[src/rtl/uft_pkg.sv]
package uft_pkg;

  localparam int FIELD_W = 4;
  localparam int REG_W   = 8;
  localparam int LVL_W   = 8;
  localparam int A_HYST  = 0;
  localparam int A_TRIG  = 1;
  localparam int NREG    = 2;

  typedef enum logic {FC_RUN = 1'b0, FC_HALT = 1'b1} fc_state_e;

  // Field value to entry count: steps of four.
  function automatic logic [LVL_W-1:0] scale_field(input logic [FIELD_W-1:0] f);
    return {2'b00, f, 2'b00};
  endfunction

  function automatic logic [LVL_W-1:0] rx_coarse_lvl(input logic [1:0] s);
    logic [LVL_W-1:0] v;
    case (s)
      2'd0:    v = 8'd8;
      2'd1:    v = 8'd16;
      2'd2:    v = 8'd56;
      default: v = 8'd60;
    endcase
    return v;
  endfunction

  function automatic logic [LVL_W-1:0] tx_coarse_lvl(input logic [1:0] s);
    logic [LVL_W-1:0] v;
    case (s)
      2'd0:    v = 8'd8;
      2'd1:    v = 8'd16;
      2'd2:    v = 8'd32;
      default: v = 8'd56;
    endcase
    return v;
  endfunction

endpackage

[src/rtl/uft_regs.sv]
module uft_regs
  import uft_pkg::*;
#(
  parameter int ADDR_W = 2
) (
  input  logic                       clk,
  input  logic                       rst_n,
  input  logic                       wr_allow,
  input  logic                       we,
  input  logic [ADDR_W-1:0]          addr,
  input  logic [REG_W-1:0]           wdata,
  output logic [NREG-1:0][REG_W-1:0] regs_q,
  output logic [REG_W-1:0]           rdata
);

  logic [NREG-1:0] ld_en;

  for (genvar g = 0; g < NREG; g++) begin : g_reg
    logic [REG_W-1:0] d;

    always_comb begin
      ld_en[g] = we & wr_allow & (addr == ADDR_W'(g));
      d        = ld_en[g] ? wdata : regs_q[g];
    end

    always_ff @(posedge clk or negedge rst_n) begin
      if (!rst_n) begin
        regs_q[g] <= '0;
      end else if (ld_en[g]) begin
        regs_q[g] <= d;
      end
    end
  end

  always_comb begin
    rdata = '0;
    for (int i = 0; i < NREG; i++) begin
      if (addr == ADDR_W'(i)) rdata = regs_q[i];
    end
  end

endmodule

[src/rtl/uft_trig_dir.sv]
module uft_trig_dir
  import uft_pkg::*;
#(
  parameter int FILL_W = 7,
  parameter bit IS_RX  = 1'b1
) (
  input  logic               clk,
  input  logic               rst_n,
  input  logic [FIELD_W-1:0] field,
  input  logic [1:0]         coarse_sel,
  input  logic [FILL_W-1:0]  count,
  output logic [FILL_W-1:0]  thr,
  output logic               irq
);

  logic [LVL_W-1:0] coarse_lvl;
  logic             irq_d;

  if (IS_RX) begin : g_rx
    always_comb coarse_lvl = rx_coarse_lvl(coarse_sel);
  end else begin : g_tx
    always_comb coarse_lvl = tx_coarse_lvl(coarse_sel);
  end

  always_comb begin
    thr   = (field != '0) ? FILL_W'(scale_field(field)) : FILL_W'(coarse_lvl);
    irq_d = (count >= thr);
  end

  always_ff @(posedge clk or negedge rst_n) begin
    if (!rst_n) begin
      irq <= 1'b0;
    end else begin
      irq <= irq_d;
    end
  end

endmodule

[src/rtl/uft_hyst.sv]
module uft_hyst
  import uft_pkg::*;
#(
  parameter int FILL_W = 7
) (
  input  logic              clk,
  input  logic              rst_n,
  input  logic [REG_W-1:0]  hyst_reg,
  input  logic [1:0]        rx_coarse_sel,
  input  logic [FILL_W-1:0] rx_fill,
  output logic [FILL_W-1:0] halt_lvl,
  output logic [FILL_W-1:0] res_lvl,
  output logic              halt
);

  localparam logic [LVL_W-1:0] STEP = 8'd4;

  fc_state_e        st_q, st_d;
  logic [LVL_W-1:0] coarse;
  logic             use_coarse;

  always_comb begin
    coarse     = rx_coarse_lvl(rx_coarse_sel);
    use_coarse = (hyst_reg == '0);
    if (use_coarse) begin
      halt_lvl = FILL_W'(coarse);
      res_lvl  = FILL_W'(coarse - STEP);
    end else begin
      halt_lvl = FILL_W'(scale_field(hyst_reg[FIELD_W-1:0]));
      res_lvl  = FILL_W'(scale_field(hyst_reg[REG_W-1:FIELD_W]));
    end
  end

  always_comb begin
    st_d = st_q;
    case (st_q)
      FC_RUN:  if (rx_fill >= halt_lvl) st_d = FC_HALT;
      FC_HALT: if (rx_fill <= res_lvl)  st_d = FC_RUN;
      default: st_d = FC_RUN;
    endcase
  end

  always_ff @(posedge clk or negedge rst_n) begin
    if (!rst_n) begin
      st_q <= FC_RUN;
    end else begin
      st_q <= st_d;
    end
  end

  assign halt = (st_q == FC_HALT);

endmodule

[src/rtl/uft_top.sv]
module uft_top
  import uft_pkg::*;
#(
  parameter int DEPTH  = 64,
  parameter int ADDR_W = 2,
  localparam int FILL_W = $clog2(DEPTH + 1)
) (
  input  logic              clk,
  input  logic              rst_n,
  input  logic              cfg_feat_en,
  input  logic              cfg_bank_sel,
  input  logic [1:0]        rx_coarse_sel,
  input  logic [1:0]        tx_coarse_sel,
  input  logic              reg_we,
  input  logic [ADDR_W-1:0] reg_addr,
  input  logic [REG_W-1:0]  reg_wdata,
  output logic [REG_W-1:0]  reg_rdata,
  input  logic [FILL_W-1:0] rx_fill,
  input  logic [FILL_W-1:0] tx_free,
  output logic              rx_irq,
  output logic              tx_irq,
  output logic              flow_halt
);

  // Reset: asynchronous assert, two-stage synchronous release.
  logic [1:0] rst_pipe;
  logic       rst_sync_n;

  always_ff @(posedge clk or negedge rst_n) begin
    if (!rst_n) begin
      rst_pipe <= 2'b00;
    end else begin
      rst_pipe <= {rst_pipe[0], 1'b1};
    end
  end
  assign rst_sync_n = rst_pipe[1];

  logic [NREG-1:0][REG_W-1:0] regs_q;
  logic [REG_W-1:0]           hyst_q;
  logic [REG_W-1:0]           trig_q;
  logic                       wr_allow;

  assign wr_allow = cfg_feat_en & cfg_bank_sel;

  uft_regs #(.ADDR_W(ADDR_W)) u_regs (
    .clk      (clk),
    .rst_n    (rst_sync_n),
    .wr_allow (wr_allow),
    .we       (reg_we),
    .addr     (reg_addr),
    .wdata    (reg_wdata),
    .regs_q   (regs_q),
    .rdata    (reg_rdata)
  );

  assign hyst_q = regs_q[A_HYST];
  assign trig_q = regs_q[A_TRIG];

  // Per-direction trigger: index 0 receive, index 1 transmit.
  logic [1:0][FIELD_W-1:0] dir_field;
  logic [1:0][1:0]         dir_sel;
  logic [1:0][FILL_W-1:0]  dir_cnt;
  logic [1:0][FILL_W-1:0]  dir_thr;
  logic [1:0]              dir_irq;

  assign dir_field[0] = trig_q[REG_W-1:FIELD_W];
  assign dir_field[1] = trig_q[FIELD_W-1:0];
  assign dir_sel[0]   = rx_coarse_sel;
  assign dir_sel[1]   = tx_coarse_sel;
  assign dir_cnt[0]   = rx_fill;
  assign dir_cnt[1]   = tx_free;

  for (genvar g = 0; g < 2; g++) begin : g_dir
    uft_trig_dir #(.FILL_W(FILL_W), .IS_RX(g == 0)) u_dir (
      .clk        (clk),
      .rst_n      (rst_sync_n),
      .field      (dir_field[g]),
      .coarse_sel (dir_sel[g]),
      .count      (dir_cnt[g]),
      .thr        (dir_thr[g]),
      .irq        (dir_irq[g])
    );
  end

  logic [FILL_W-1:0] rx_thr;
  logic [FILL_W-1:0] tx_thr;
  assign rx_thr = dir_thr[0];
  assign tx_thr = dir_thr[1];
  assign rx_irq = dir_irq[0];
  assign tx_irq = dir_irq[1];

  logic [FILL_W-1:0] halt_lvl;
  logic [FILL_W-1:0] res_lvl;

  uft_hyst #(.FILL_W(FILL_W)) u_hyst (
    .clk           (clk),
    .rst_n         (rst_sync_n),
    .hyst_reg      (hyst_q),
    .rx_coarse_sel (rx_coarse_sel),
    .rx_fill       (rx_fill),
    .halt_lvl      (halt_lvl),
    .res_lvl       (res_lvl),
    .halt          (flow_halt)
  );

endmodule

[config.mk]
export PLATFORM = sky130hd
export DESIGN_NAME = uft_top
export DESIGN_NICKNAME = d
export VERILOG_FILES = /design/src/rtl/uft_pkg.sv /design/src/rtl/uft_regs.sv /design/src/rtl/uft_trig_dir.sv /design/src/rtl/uft_hyst.sv /design/src/rtl/uft_top.sv
export SDC_FILE = /design/constraint.sdc
export NUM_CORES = 1
export LEC_CHECK = 0
export CAP_MARGIN = 20
export CORE_ASPECT_RATIO = 1.2
export CORE_UTILIZATION = 60
export DETAILED_ROUTE_END_ITERATION = 6
export DONT_BUFFER_PORTS = 1
export GPL_TIMING_DRIVEN = 1
export HOLD_SLACK_MARGIN = 0.15
export PLACE_DENSITY = 0.76
export SYNTH_ARGS = -nofsm -noshare
export SYNTH_HDL_FRONTEND = slang
export SYNTH_SLANG_ARGS = --single-unit
[constraint.sdc]
create_clock -name clk -period 0.8 [get_ports clk]
set_input_delay 0.04 -clock clk [delete_from_list [all_inputs] [get_ports clk]]
set_output_delay 0.04 -clock clk [all_outputs]
set_load 0.02 [all_outputs]
==> results.sh, run 1 <==
export IMPL_worst_endpoint="u_hyst.halt$_DFF_PN0_/D"
export IMPL_cts_sink_count=21
export IMPL_gp_congestion=0.858
export IMPL_dp_hpwl_um=2930
export IMPL_synth_top_family_by_area="adder cells"
export IMPL_core_rowCount=19
export IMPL_grt_usage=0.843
export IMPL_yosys_area_share_simple=0.139
export IMPL_lastStage="global routing (5_1_grt)"
export IMPL_ys_top_cells_by_area="dfrtp_1 36%, ha_1 18%, mux2_2 12%"
export IMPL_syn_area_per_cell_um2=10.3
export IMPL_clk_path_buf_depth=2
export IMPL_synth_edf_count=0
export IMPL_yosysWarnings=0
export IMPL_place_area_um2=1820
export IMPL_numPortBuffers=0
export IMPL_synth_top_area_frac=0.356
export IMPL_synth_area_um2=1480
export IMPL_error="[ERROR GRT-0232] Routing congestion too high. Check the congestion heatmap in the GUI."
export IMPL_synthMuxAreaShare=0.176
export IMPL_syn_inst=144
export IMPL_cts_inserted_buffers=3
export IMPL_grt_overflow=52
export IMPL_synth_seq_area_share=0.356
export IMPL_yosys_area_top_type="dfrtp_1"
export IMPL_root_buffer="clkbuf_4"
export IMPL_synth_fa_ha_area_frac=0.178
export IMPL_synth_cell_types=36
export IMPL_synth_xor_area_share=0
export IMPL_grt_max_degree=20
export IMPL_ys_seq_elements=21
export IMPL_status="stopped before the end"
export IMPL_ys_dominant_reg_cell="dfrtp_1"
export IMPL_chipWidth_um=47.3
export IMPL_h_tree_depth=1
export IMPL_start_util=0.640
export IMPL_worst_path_end_type="register data pin"
export IMPL_synth_common_cells="21 x dfrtp_1, 21 x ha_1, 19 x nor2_1, 16 x mux2_2, 9 x a21oi_1"
export IMPL_die_h_um=56.3
export IMPL_synthArstFlopShare=1.00
export IMPL_dpl_worst_slack_ps=-1990
export IMPL_synth_compound_area_share=0.119
export IMPL_num_io_pins=44
==> logic make-up after synthesis <==
family,after synthesis
flops,21
buf+inv,11
fa+ha+maj,21
other cells,1
mux,24
compound gates,26
simple gates,40
==> per-layer routing <==
layer / track usage / overflow
met5: 0.150 / 0
met4: 0.869 / 20
met3: 0.637 / 0
met2: 0.963 / 32
met1: 0.895 / 0
==> what timing repair did <==
item	in CTS
setup buffers	7
gates resized for setup	33
pin swaps	5
hold buffers	13
endpoints found under the setup margin	30
gates cloned	0
hold endpoints to repair	22
==> metrics by stage <==
stage | util | std cells
4_1_cts | 0.924 | 225
3_5_place_dp | 0.790 | 205
3_3_place_gp | 0.790 | 205
2_1_floorplan | - | 145
==> run 2: changes to the inputs <==
- CORE_ASPECT_RATIO: 1.2 -> default
- CORE_UTILIZATION: 60 -> 40
- HOLD_SLACK_MARGIN: 0.15 -> default
- PLACE_DENSITY: 0.76 -> default
- PLACE_DENSITY_LB_ADDON: default -> 0.15
==> results.sh, run 2 <==
export IMPL_largest_reg_flops=16
export IMPL_dp_hpwl_um=2900
export IMPL_finalCriticalPeriod_ps=2740
export IMPL_critical_path_cell_chain="or4_1 -> or4_4 -> nor2_4 -> a31o_1 -> ha_1 -> or3b_4 -> a21oi_2 -> a2111oi_2 -> o22ai_1"
export IMPL_p_per_area_nw_per_um2=2050
export IMPL_cp_max_fo=4
export IMPL_p_comb_frac=0.500
export IMPL_area_growth_pct=54.8
export IMPL_syn_area_per_cell_um2=10.3
export IMPL_fp_coreArea_um2=3440
export IMPL_grt_max_degree=20
export IMPL_synthMuxAreaShare=0.176
export IMPL_drt_initial_drc_count=47
export IMPL_slowest_stage="or4_4"
export IMPL_synthArstFlopShare=1.00
export IMPL_ys_dominant_reg_cell="dfrtp_1"
export IMPL_final_antenna_net_count=0
export IMPL_cts_inserted_buffers=3
export IMPL_synth_top_family_by_area="adder cells"
export IMPL_ys_seq_elements=21
export IMPL_reg_top3="u_regs.regs_q: 16 flops, g_dir.u_dir.irq: 2 flops, rst_pipe: 2 flops"
export IMPL_p_leak_nw=1.09
export IMPL_routedWlPerCell_um=15.8
export IMPL_maxCapViolCount=0
export IMPL_h_tree_depth=1
export IMPL_synth_seq_area_share=0.356
export IMPL_antenna_found_initial=0
export IMPL_intPower_mw=3.09
export IMPL_die_h_um=62.8
export IMPL_drt_pass1_iter_count=4
export IMPL_dp_cells=223
export IMPL_slowest_delay_ps=530
export IMPL_hold_ws_ps=41.4
export IMPL_vias=1337
export IMPL_synth_cell_types=36
export IMPL_grt_overflow=0
export IMPL_drcViolationCount=0
export IMPL_yosysWarnings=0
export IMPL_gp_congestion=0.886
export IMPL_clock_latency_ps=260
export IMPL_drv_slew=0
export IMPL_violations="negative setup slack"
export IMPL_synth_xor_area_share=0
export IMPL_synth_compound_area_share=0.119
export IMPL_cp_required_ps=940
export IMPL_p_sw_frac=0.340
export IMPL_setup_viol=28
export IMPL_crit_buf_inv=0
export IMPL_grt_first_pass_wirelength_um=6470
export IMPL_rsz0062_at_grt="yes"
export IMPL_die_area_um2=3940
export IMPL_root_buffer="clkbuf_8"
export IMPL_synth_top_area_frac=0.356
export IMPL_final_common_cell="buf_4"
export IMPL_drive_above_1_share=0.470
export IMPL_clk_path_buf_depth=2
export IMPL_status="complete, but fails checks"
export IMPL_path_clk_slew_ps=80
export IMPL_crit_path_end_kind="flop"
export IMPL_num_io_pins=44
export IMPL_synth_edf_count=0
export IMPL_yosys_area_share_simple=0.139
export IMPL_hold_path_class="in2reg"
export IMPL_period_share=3.43
export IMPL_fin_nets=257
export IMPL_grt_usage=0.211
export IMPL_finClkSkew_ps=5.08
export IMPL_synth_fa_ha_area_frac=0.178
export IMPL_cp_arrival_ps=2880
export IMPL_yosys_area_top_type="dfrtp_1"
export IMPL_grt_pass1_vias=1402
export IMPL_cts_tree="yes"
export IMPL_switching_power_mw=1.59
export IMPL_wl_um=3910
export IMPL_hold_viol=0
export IMPL_ys_top_cells_by_area="dfrtp_1 36%, ha_1 18%, mux2_2 12%"
export IMPL_ir_worst_vdd_v=0.00131
export IMPL_core_rowCount=21
export IMPL_viasPerCell=5.39
export IMPL_num_antenna_cells=0
export IMPL_cts_sink_count=21
export IMPL_total_power_mw=4.68
export IMPL_synth_common_cells="21 x dfrtp_1, 21 x ha_1, 19 x nor2_1, 16 x mux2_2, 9 x a21oi_1"
export IMPL_largest_register="u_regs.regs_q"
export IMPL_synth_area_um2=1480
export IMPL_numPortBuffers=0
export IMPL_start_kind="flop"
export IMPL_timing_final_ws_setup_ps=-1940
export IMPL_start_util=0.429
export IMPL_clockPowerShare=0.153
export IMPL_fin_cells=248
export IMPL_final_cell_mix="23 x buf_4, 21 x ha_1, 21 x buf_6"
export IMPL_chipWidth_um=62.8
export IMPL_critical_path_class="reg2reg"
export IMPL_max_freq_ghz=0.364
export IMPL_critPathTopFamily="simple AND/OR/NAND/NOR gates"
export IMPL_pwr_share_seq=0.347
export IMPL_syn_inst=144
run 2: cell counts after synthesis:
Identical to the previous run, type by type.
run 2: final cells by class:
type | count | area (um^2)
clock buffer | 4 | 45.0
fill | 274 | 1160
inverter | 8 | 30.0
multi-input combinational | 113 | 1090
sequential | 21 | 534
tap | 46 | 57.6
timing repair buffer | 56 | 529
run 2: worst register-to-register path: stages, from the launching register on:
cell and delay, ps:
dfrtp_1 400, or4_1 520, or4_4 530, nor2_4 150, a31o_1 160, ha_1 220
or3b_4 230, a21oi_2 50, a2111oi_2 210, o22ai_1 140
run 2: worst paths after layout:
path	startpoint	cells after the start	to	slack, ps
min in group asynchronous	rst_pipe[1]	1	u_regs.regs_q[3]	200
max in group asynchronous	rst_n	2	rst_pipe[0]	150
worst max-delay path	u_regs.regs_q[3]	9	u_hyst.halt	-1940
worst max register to register	u_regs.regs_q[3]	9	u_hyst.halt	-1940
worst min register to register	rst_pipe[1]	1	u_regs.regs_q[3]	200
worst min-delay path	reg_addr[0]	2	u_regs.regs_q[3]	40
run 2: timing repair:
action / in CTS / in global routing
setup buffers: 7 / 5
hold endpoints to repair: 21 / 0
setup endpoints to repair: 28 / 28
gates resized for setup: 33 / 23
hold buffers: 12 / 0
pin swaps: 9 / 20
run 2: power by group through the flow:
stage / clock network, mW / logic, mW / registers (mW)
after floorplan: 0 / 1.01 / 1.60
after global placement: 0 / 1.67 / 1.55
after detailed placement: 0 / 1.73 / 1.56
after CTS: 0.734 / 2.17 / 1.57
after global routing: 0.783 / 2.58 / 1.65
final: 0.716 / 2.34 / 1.62
run 2: layer usage:
layer,GRT usage,wire length (um)
met1,0.255,1760
met2,0.375,1980
met3,0.0493,146
met4,0.0494,19
met5,0,0
run 2: kinds of logic (layout without fill, tap and decap cells):
| logic type | count (synthesis) | in the layout |
|---|---|---|
| flops | 21 | 21 |
| fa+ha+maj | 21 | 21 |
| compound gates | 26 | 26 |
| mux | 24 | 24 |
| other cells | 1 | 2 |
| buf+inv | 11 | 68 |
| simple gates | 40 | 40 |
run 2: stage by stage:
stage	worst slack, ps	cell area [um^2]	utilization	TNS, ps
after CTS	-1850	2180	0.632	-8740
after detailed placement	-1920	1850	0.538	-6890
final	-1940	2290	0.664	-9090
after global placement	-1890	1850	0.538	-6720
after global routing	-2060	2290	0.664	-10090
after floorplan	-1810	1570	-	-5110
(Power assumes the default switching activity.)
